### src/rtl/bank_trk_pkg.sv
package bank_trk_pkg;

  typedef enum logic [2:0] {
    CMD_NOP, CMD_ACT, CMD_RD, CMD_WR, CMD_PRE, CMD_BST, CMD_MRS
  } cmd_e;

  typedef enum logic [2:0] {
    ERR_NONE = 3'd0,
    ERR_OPEN = 3'd1,
    ERR_IDLE = 3'd2,
    ERR_TRCD = 3'd3,
    ERR_TRRD = 3'd4,
    ERR_TRAS = 3'd5,
    ERR_TRP  = 3'd6,
    ERR_TRC  = 3'd7
  } err_e;

  function automatic cmd_e decode_cmd(input logic cs_n, input logic ras_n,
                                      input logic cas_n, input logic we_n);
    cmd_e c;
    c = CMD_NOP;
    if (!cs_n) begin
      case ({ras_n, cas_n, we_n})
        3'b011:  c = CMD_ACT;
        3'b101:  c = CMD_RD;
        3'b100:  c = CMD_WR;
        3'b010:  c = CMD_PRE;
        3'b110:  c = CMD_BST;
        3'b000:  c = CMD_MRS;
        default: c = CMD_NOP;
      endcase
    end
    return c;
  endfunction

endpackage

### src/rtl/bank_slot.sv
module bank_slot #(
  parameter int CNT_W = 6,
  parameter int T_RAS = 6
) (
  input  logic             clk,
  input  logic             rst,
  input  logic             act_i,
  input  logic             close_i,
  input  logic             arm_i,
  input  logic [CNT_W-1:0] delay_i,
  output logic             open_o,
  output logic             pend_o,
  output logic [CNT_W-1:0] act_age_o,
  output logic [CNT_W-1:0] pre_age_o,
  output logic             fire_o
);
  localparam logic [CNT_W-1:0] AGE_MAX = '1;
  localparam logic [CNT_W-1:0] ONE     = CNT_W'(1);

  logic [CNT_W-1:0] wait_q;

  // The precharge starts once the burst delay has run out and tRAS is met.
  assign fire_o = pend_o && (wait_q <= ONE) && (act_age_o >= CNT_W'(T_RAS));

  always_ff @(posedge clk) begin
    if (rst) begin
      open_o    <= 1'b0;
      pend_o    <= 1'b0;
      wait_q    <= '0;
      act_age_o <= AGE_MAX;
      pre_age_o <= AGE_MAX;
    end else begin
      if (act_i) begin
        open_o    <= 1'b1;
        act_age_o <= ONE;
      end else if (act_age_o != AGE_MAX) begin
        act_age_o <= act_age_o + ONE;
      end

      if (fire_o || close_i) begin
        open_o    <= 1'b0;
        pre_age_o <= ONE;
      end else if (pre_age_o != AGE_MAX) begin
        pre_age_o <= pre_age_o + ONE;
      end

      if (arm_i) begin
        pend_o <= 1'b1;
        wait_q <= delay_i;
      end else if (fire_o) begin
        pend_o <= 1'b0;
        wait_q <= '0;
      end else if (pend_o && wait_q > ONE) begin
        wait_q <= wait_q - ONE;
      end
    end
  end
endmodule

### src/rtl/rd_window.sv
module rd_window #(
  parameter int CL_MAX = 3,
  parameter int BC_W   = 3,
  parameter int CL_W   = 2
) (
  input  logic            clk,
  input  logic            rst,
  input  logic            start_i,
  input  logic            kill_i,
  input  logic [BC_W-1:0] burst_i,
  input  logic [CL_W-1:0] cl_i,
  output logic            window_o
);
  logic [BC_W-1:0] left_q;
  logic [CL_MAX:0] slot_sr;
  logic            slot;
  logic [CL_W-1:0] tap;

  // Command-side burst slots, delayed by the CAS latency.
  assign slot = start_i | ((left_q != '0) & ~kill_i);
  assign tap  = (cl_i > CL_W'(CL_MAX)) ? CL_W'(CL_MAX) : cl_i;
  assign window_o = slot_sr[tap];

  always_ff @(posedge clk) begin
    if (rst) begin
      left_q  <= '0;
      slot_sr <= '0;
    end else begin
      if (start_i)             left_q <= burst_i - BC_W'(1);
      else if (kill_i)         left_q <= '0;
      else if (left_q != '0)   left_q <= left_q - BC_W'(1);
      slot_sr <= {slot_sr[CL_MAX-1:0], slot};
    end
  end
endmodule

### src/rtl/bank_timing_tracker.sv
module bank_timing_tracker #(
  parameter int NB     = 4,
  parameter int T_RCD  = 3,
  parameter int T_RRD  = 2,
  parameter int T_RAS  = 6,
  parameter int T_RP   = 3,
  parameter int T_RC   = 10,
  parameter int T_WR   = 2,
  parameter int CL_MAX = 3,
  localparam int BA_W  = $clog2(NB),
  localparam int CL_W  = $clog2(CL_MAX + 1)
) (
  input  logic            clk,
  input  logic            rst,
  input  logic            cs_n,
  input  logic            ras_n,
  input  logic            cas_n,
  input  logic            we_n,
  input  logic [BA_W-1:0] ba,
  input  logic            a10,
  input  logic [1:0]      bl_code,
  input  logic [CL_W-1:0] cl,
  output logic [NB-1:0]   bank_open,
  output logic            cmd_ok,
  output logic            cmd_err,
  output logic [2:0]      err_code,
  output logic [NB-1:0]   ap_start,
  output logic            rd_window
);
  import bank_trk_pkg::*;

  localparam int CNT_W = $clog2(T_RC + T_RAS + T_RP + T_WR + T_RCD + T_RRD + 16) + 1;
  localparam int BC_W  = 3;
  localparam logic [CNT_W-1:0] AGE_MAX = '1;

  cmd_e             cmd;
  err_e             err;
  logic             legal;
  logic [NB-1:0]    tgt, pend_v, fire_v, open_v;
  logic [CNT_W-1:0] act_age [NB];
  logic [CNT_W-1:0] pre_age [NB];
  logic [CNT_W-1:0] rrd_age;
  logic [BC_W-1:0]  burst_cyc;
  logic [CNT_W-1:0] ap_delay;
  logic [BA_W-1:0]  rd_bank_q;
  logic             rd_go, rd_kill;

  assign cmd   = decode_cmd(cs_n, ras_n, cas_n, we_n);
  assign tgt   = a10 ? '1 : (NB'(1) << ba);
  assign legal = (err == ERR_NONE);

  always_comb begin
    case (bl_code)
      2'd2:    burst_cyc = BC_W'(2);
      2'd3:    burst_cyc = BC_W'(4);
      default: burst_cyc = BC_W'(1);
    endcase
  end

  assign ap_delay = (cmd == CMD_WR) ? CNT_W'(burst_cyc) + CNT_W'(1 + T_WR)
                                    : CNT_W'(burst_cyc);

  // Legality, in priority order within each command.
  always_comb begin
    err = ERR_NONE;
    case (cmd)
      CMD_ACT: begin
        if (open_v[ba])                            err = ERR_OPEN;
        else if (pre_age[ba] < CNT_W'(T_RP))       err = ERR_TRP;
        else if (act_age[ba] < CNT_W'(T_RC))       err = ERR_TRC;
        else if (rrd_age < CNT_W'(T_RRD))          err = ERR_TRRD;
      end
      CMD_RD, CMD_WR: begin
        if (!open_v[ba] || pend_v[ba])             err = ERR_IDLE;
        else if (act_age[ba] < CNT_W'(T_RCD))      err = ERR_TRCD;
      end
      CMD_PRE: begin
        for (int i = 0; i < NB; i++)
          if (tgt[i] && open_v[i] && !pend_v[i] && act_age[i] < CNT_W'(T_RAS))
            err = ERR_TRAS;
      end
      CMD_MRS: begin
        if (|open_v) err = ERR_OPEN;
        else
          for (int i = 0; i < NB; i++)
            if (pre_age[i] < CNT_W'(T_RP)) err = ERR_TRP;
      end
      default: err = ERR_NONE;
    endcase
  end

  genvar g;
  generate
    for (g = 0; g < NB; g++) begin : g_bank
      logic sel;
      assign sel = (ba == BA_W'(g));
      bank_slot #(.CNT_W(CNT_W), .T_RAS(T_RAS)) u_slot (
        .clk       (clk),
        .rst       (rst),
        .act_i     (legal && cmd == CMD_ACT && sel),
        .close_i   (legal && cmd == CMD_PRE && tgt[g] && open_v[g] && !pend_v[g]),
        .arm_i     (legal && (cmd == CMD_RD || cmd == CMD_WR) && a10 && sel),
        .delay_i   (ap_delay),
        .open_o    (open_v[g]),
        .pend_o    (pend_v[g]),
        .act_age_o (act_age[g]),
        .pre_age_o (pre_age[g]),
        .fire_o    (fire_v[g])
      );
    end
  endgenerate

  assign rd_go   = legal && (cmd == CMD_RD);
  assign rd_kill = (cmd == CMD_BST) || (legal && cmd == CMD_PRE && tgt[rd_bank_q]);

  rd_window #(.CL_MAX(CL_MAX), .BC_W(BC_W), .CL_W(CL_W)) u_rdwin (
    .clk      (clk),
    .rst      (rst),
    .start_i  (rd_go),
    .kill_i   (rd_kill),
    .burst_i  (burst_cyc),
    .cl_i     (cl),
    .window_o (rd_window)
  );

  assign bank_open = open_v;

  always_ff @(posedge clk) begin
    if (rst) begin
      rrd_age   <= AGE_MAX;
      rd_bank_q <= '0;
      cmd_ok    <= 1'b0;
      cmd_err   <= 1'b0;
      err_code  <= 3'd0;
      ap_start  <= '0;
    end else begin
      if (legal && cmd == CMD_ACT)   rrd_age <= CNT_W'(1);
      else if (rrd_age != AGE_MAX)   rrd_age <= rrd_age + CNT_W'(1);
      if (rd_go) rd_bank_q <= ba;
      cmd_ok   <= (cmd != CMD_NOP) && legal;
      cmd_err  <= (cmd != CMD_NOP) && !legal;
      err_code <= (cmd != CMD_NOP) ? err : ERR_NONE;
      ap_start <= fire_v;
    end
  end
endmodule

### config.mk
export PLATFORM = sky130hd
export DESIGN_NAME = bank_timing_tracker
export DESIGN_NICKNAME = d
export VERILOG_FILES = /design/src/rtl/bank_trk_pkg.sv /design/src/rtl/bank_slot.sv /design/src/rtl/rd_window.sv /design/src/rtl/bank_timing_tracker.sv
export SDC_FILE = /design/constraint.sdc
export NUM_CORES = 1
export LEC_CHECK = 0
export CAP_MARGIN = 20
export CORE_MARGIN = 2
export CORE_UTILIZATION = 40
export DETAILED_ROUTE_END_ITERATION = 8
export GPL_TIMING_DRIVEN = 0
export PLACE_DENSITY = 0.62
export SLEW_MARGIN = 10
export SYNTH_ARGS = -nofsm -noshare
export SYNTH_HDL_FRONTEND = slang
export SYNTH_SLANG_ARGS = --single-unit
### constraint.sdc
create_clock -name clk -period 2.8 [get_ports clk]
set_clock_uncertainty 0.15 [all_clocks]
set_input_delay 0.56 -clock clk [delete_from_list [all_inputs] [get_ports clk]]
set_output_delay 0.56 -clock clk [all_outputs]
set_load 0.01 [all_outputs]
==> metrics.md <==
| Metric | Value |
|---|---|
| CTS tree | `yes` |
| Pleak | `0.00302 uW` |
| Longest Clk Path Bufs | `2` |
| Root Driver | `clkbuf_16` |
| Final WS setup | `-0.153 ns` |
| Die W | `about 130 um` |
| Maximum clock rate | `between 0.3 and 0.4 GHz` |
| Clock latency on the worst-skew pair | `around 0.42 ns` |
| Met2 GRT Util | `between 30 and 40%` |
| PortBufs | `22` |
| Antenna violations before repair | `0` |
| Async set-reset flop share out of synthesis | `0%` |
| Hold Fails Final Rpt | `0` |
| Synth Net Count | `749` |
| N_diodes | `0` |
| R2r startpoint | `g_bank[2].u_slot.act_age_o[2]$_SDFFE_PP1P_` |
| DP Worst Slack | `-1.33 ns` |
| Syn Area/Cell | `8.64 um2` |
| Sequential share of the synthesized area | `roughly two fifths` |
| Clock Sinks | `117` |
| Top cells by area, synth | `dfxtp_1, o21ai_0, xnor2_1` |
| RSZ-0062 raised after global routing | `true` |
| VDD IR-drop max | `roughly 500 uV` |
| Via density | `5.64` |
| Crit path buf inv count | `3` |
| Hold Path Origin | `u_rdwin.slot_sr[1]$_SDFF_PP0_` |
| Unique masters post-synth | `between 60 and 70` |
| First-pass GRT wire length | `around 26 mm` |
| H-tree depth | `4` |
| Total Routing Usage GR | `approximately 21%` |
| Core box area | `15100 um2` |
| Fin cells | `between 900 and 1000` |
| Inst Count DP | `a little over 900` |
| Fin crit period | `2.95 ns` |
| Pin count of the biggest net entering global routing | `17` |
| Crit-path max cell delay | `between 0.4 and 0.5 ns` |
| DRT iter0 DRCs | `311` |
| Post-route setup TNS | `-1.21 ns` |
| Layout area overhead | `28.8%` |
| R2R Setup Slk | `-0.15 ns` |
| Clock-pin slew on the worst setup and hold paths | `~0.050 ns` |
| R2R cell count | `10` |
| Wire length per cell | `between 15 and 20 um` |
| Layout cell share with drive strength beyond 1 | `between 20 and 25%` |
| DR pass1 iterations | `5` |
| Dominant cell type by area after synthesis | `dfxtp_1` |
| Top_reg_cell synth | `dfxtp_1` |
| Hold WC Path Type | `reg -> reg` |
| GRT met3 Usage | `roughly 6%` |
| Crit path max fanout | `5` |
| Die area | `16400 um2` |
| Global routing usage on met1 | `between 20% and 30%` |
| Vias in the first global route | `between 5000 and 6000` |
| Max Cap Viol | `0` |
| Post-synth top cells | `dfxtp_1, o21ai_0, nand2_1` |
| Slew HR | `between 50% and 60%` |
| Drt total wl | `between 15 and 20 mm` |
| CP startpoint | `g_bank[2].u_slot.act_age_o[2]$_SDFFE_PP1P_` |
| Slew @ Worst Pin | `between 0.6 and 0.7 ns` |
| DRC Markers | `0` |
| Worst path depth | `10` |
| Top cell type's share of synthesized area | `38.0%` |
| GRT Residual Overflow | `0` |
| Gr busiest metal | `met2` |
| Top Family by Delay on Critical Path | `simple AND/OR/NAND/NOR gates` |
| Fin crit share | `105%` |
| Final #Nets | `slightly above 800` |
| Die Height | `128 um` |
| Total CTS buffers | `17` |
| Failing checks | `negative setup slack` |
| Final setup vio count | `35` |
| Cell count after synthesis | `just over 700` |
| Status | `finished, violations left` |
| Post-Syn Area | `a little over 6000 um2` |
| FF+latch count, synth | `roughly 120` |
| Total power density per cell area | `between 800 and 900 nW/um2` |
| Warnings from Yosys | `0` |
| Critical path's slowest cell | `mux4_2` |
| Setup crit end kind | `register` |
| Count leader, synth | `dfxtp_1` |
| Critical path class | `reg -> reg` |
| EDFF count, synth | `0` |
| Global placement routability congestion | `around 0.92` |
| Critical path cell sequence | `mux4_2, a211o_1, a211o_1, and3_1, buf_6, nand4_4, buf_6, nor4_4, buf_4, or4_1` |
| Std cell rows | `45` |
| Initial Utilization | `40.7%` |
| Ports | `27` |
| Hold Worst Slack | `approximately 0.32 ns` |
| Via count | `roughly 5600` |
| Worst Hold Depth | `1` |
| DRT antenna net count | `0` |
| Crit start category | `register` |
| Max-slew violations | `0` |
| Critical Path RT | `2.95 ns` |
| Final HPWL DP | `around 12 mm` |
| Critical path arrival | `just over 3 ns` |
| Final Core Density | `52.4%` |
-- per-layer routing --
metal / part of all wire, % / vias to the layer above
met5: 0 / -
met2: 48 / 155
li1: - / 2746
met4: 3.2 / 0
met3: 5.5 / 46
met1: 43 / 2661
-- report_power, final --
group          switching [uW]  internal [uW]
combinational            1200           1210
clock                     769           1350
sequential                373           2050
-- layout by cell type (no fill, tap or decap), types with 17 or more instances in the layout --
cell / count
clkbuf_16: 17
ha_1: 23
o21ai_1: 22
xor2_1: 20
clkdlybuf4s50_1: 19
nand2_1: 72
nand3_1: 35
clkbuf_1: 17
a21oi_1: 23
xnor2_1: 41
buf_4: 32
dfxtp_1: 100
inv_1: 24
o21ai_0: 40
nor2_1: 63
nand4_1: 18
-- kinds of logic after synthesis --
| family | Yosys count | synth area share, % |
|---|---|---|
| AND/OR/NAND/NOR | 292 | 24.6 |
| AO/OA/AOI/OAI | 151 | 15.2 |
| flip-flops | 117 | 38.0 |
| XOR/XNOR | 61 | 8.68 |
| adder cells (fa/ha/maj) | 23 | 4.67 |
| multiplexers | 19 | 4.96 |
| buffers and inverters | 50 | 3.80 |
-- area by class of cell --
cell class / count / area [um2]
fill: 1335 / 7210
multi-input combinational: 546 / 3870
sequential: 117 / 2380
timing repair buffer: 64 / 607
clock buffer: 23 / 468
tap: 188 / 235
buffer: 24 / 175
clock inverter: 9 / 103
inverter: 24 / 90.1
-- final timing paths --
path / endpoint
setup / recovery: g_bank[1].u_slot.pre_age_o[0]$_SDFFE_PP1N_
hold / removal: u_rdwin.slot_sr[2]$_SDFF_PP0_
setup reg to reg: g_bank[1].u_slot.pre_age_o[0]$_SDFFE_PP1N_
hold reg to reg: u_rdwin.slot_sr[2]$_SDFF_PP0_
-- repair_timing --
item | 4_1_cts | 5_1_grt
pin swaps | 10 | 47
buffers inserted | 6 | 38
resized for setup | 28 | 103
setup endpoints to repair | 106 | 73
hold buffers | 0 | 0
-- flip-flops by register name, summed over array words and instances (netlist names), 3 cells and up --
signal and flops:
g_bank.u_slot.wait_q 28, rrd_age 7, g_bank.u_slot.pre_age_o 28, g_bank.u_slot.pend_o 4, u_rdwin.left_q 3, err_code 3, g_bank.u_slot.open_o 4, u_rdwin.slot_sr 4
g_bank.u_slot.act_age_o 28, ap_start 4
-- metrics by stage --
stage               power, uW  cell area (um2)
floorplan                4070             6210
global placement         4400             6670
detailed placement       4510             6670
CTS                      6680             7380
global route             7440             7930
finish                   6950             7930
(Power assumes the default switching activity.)
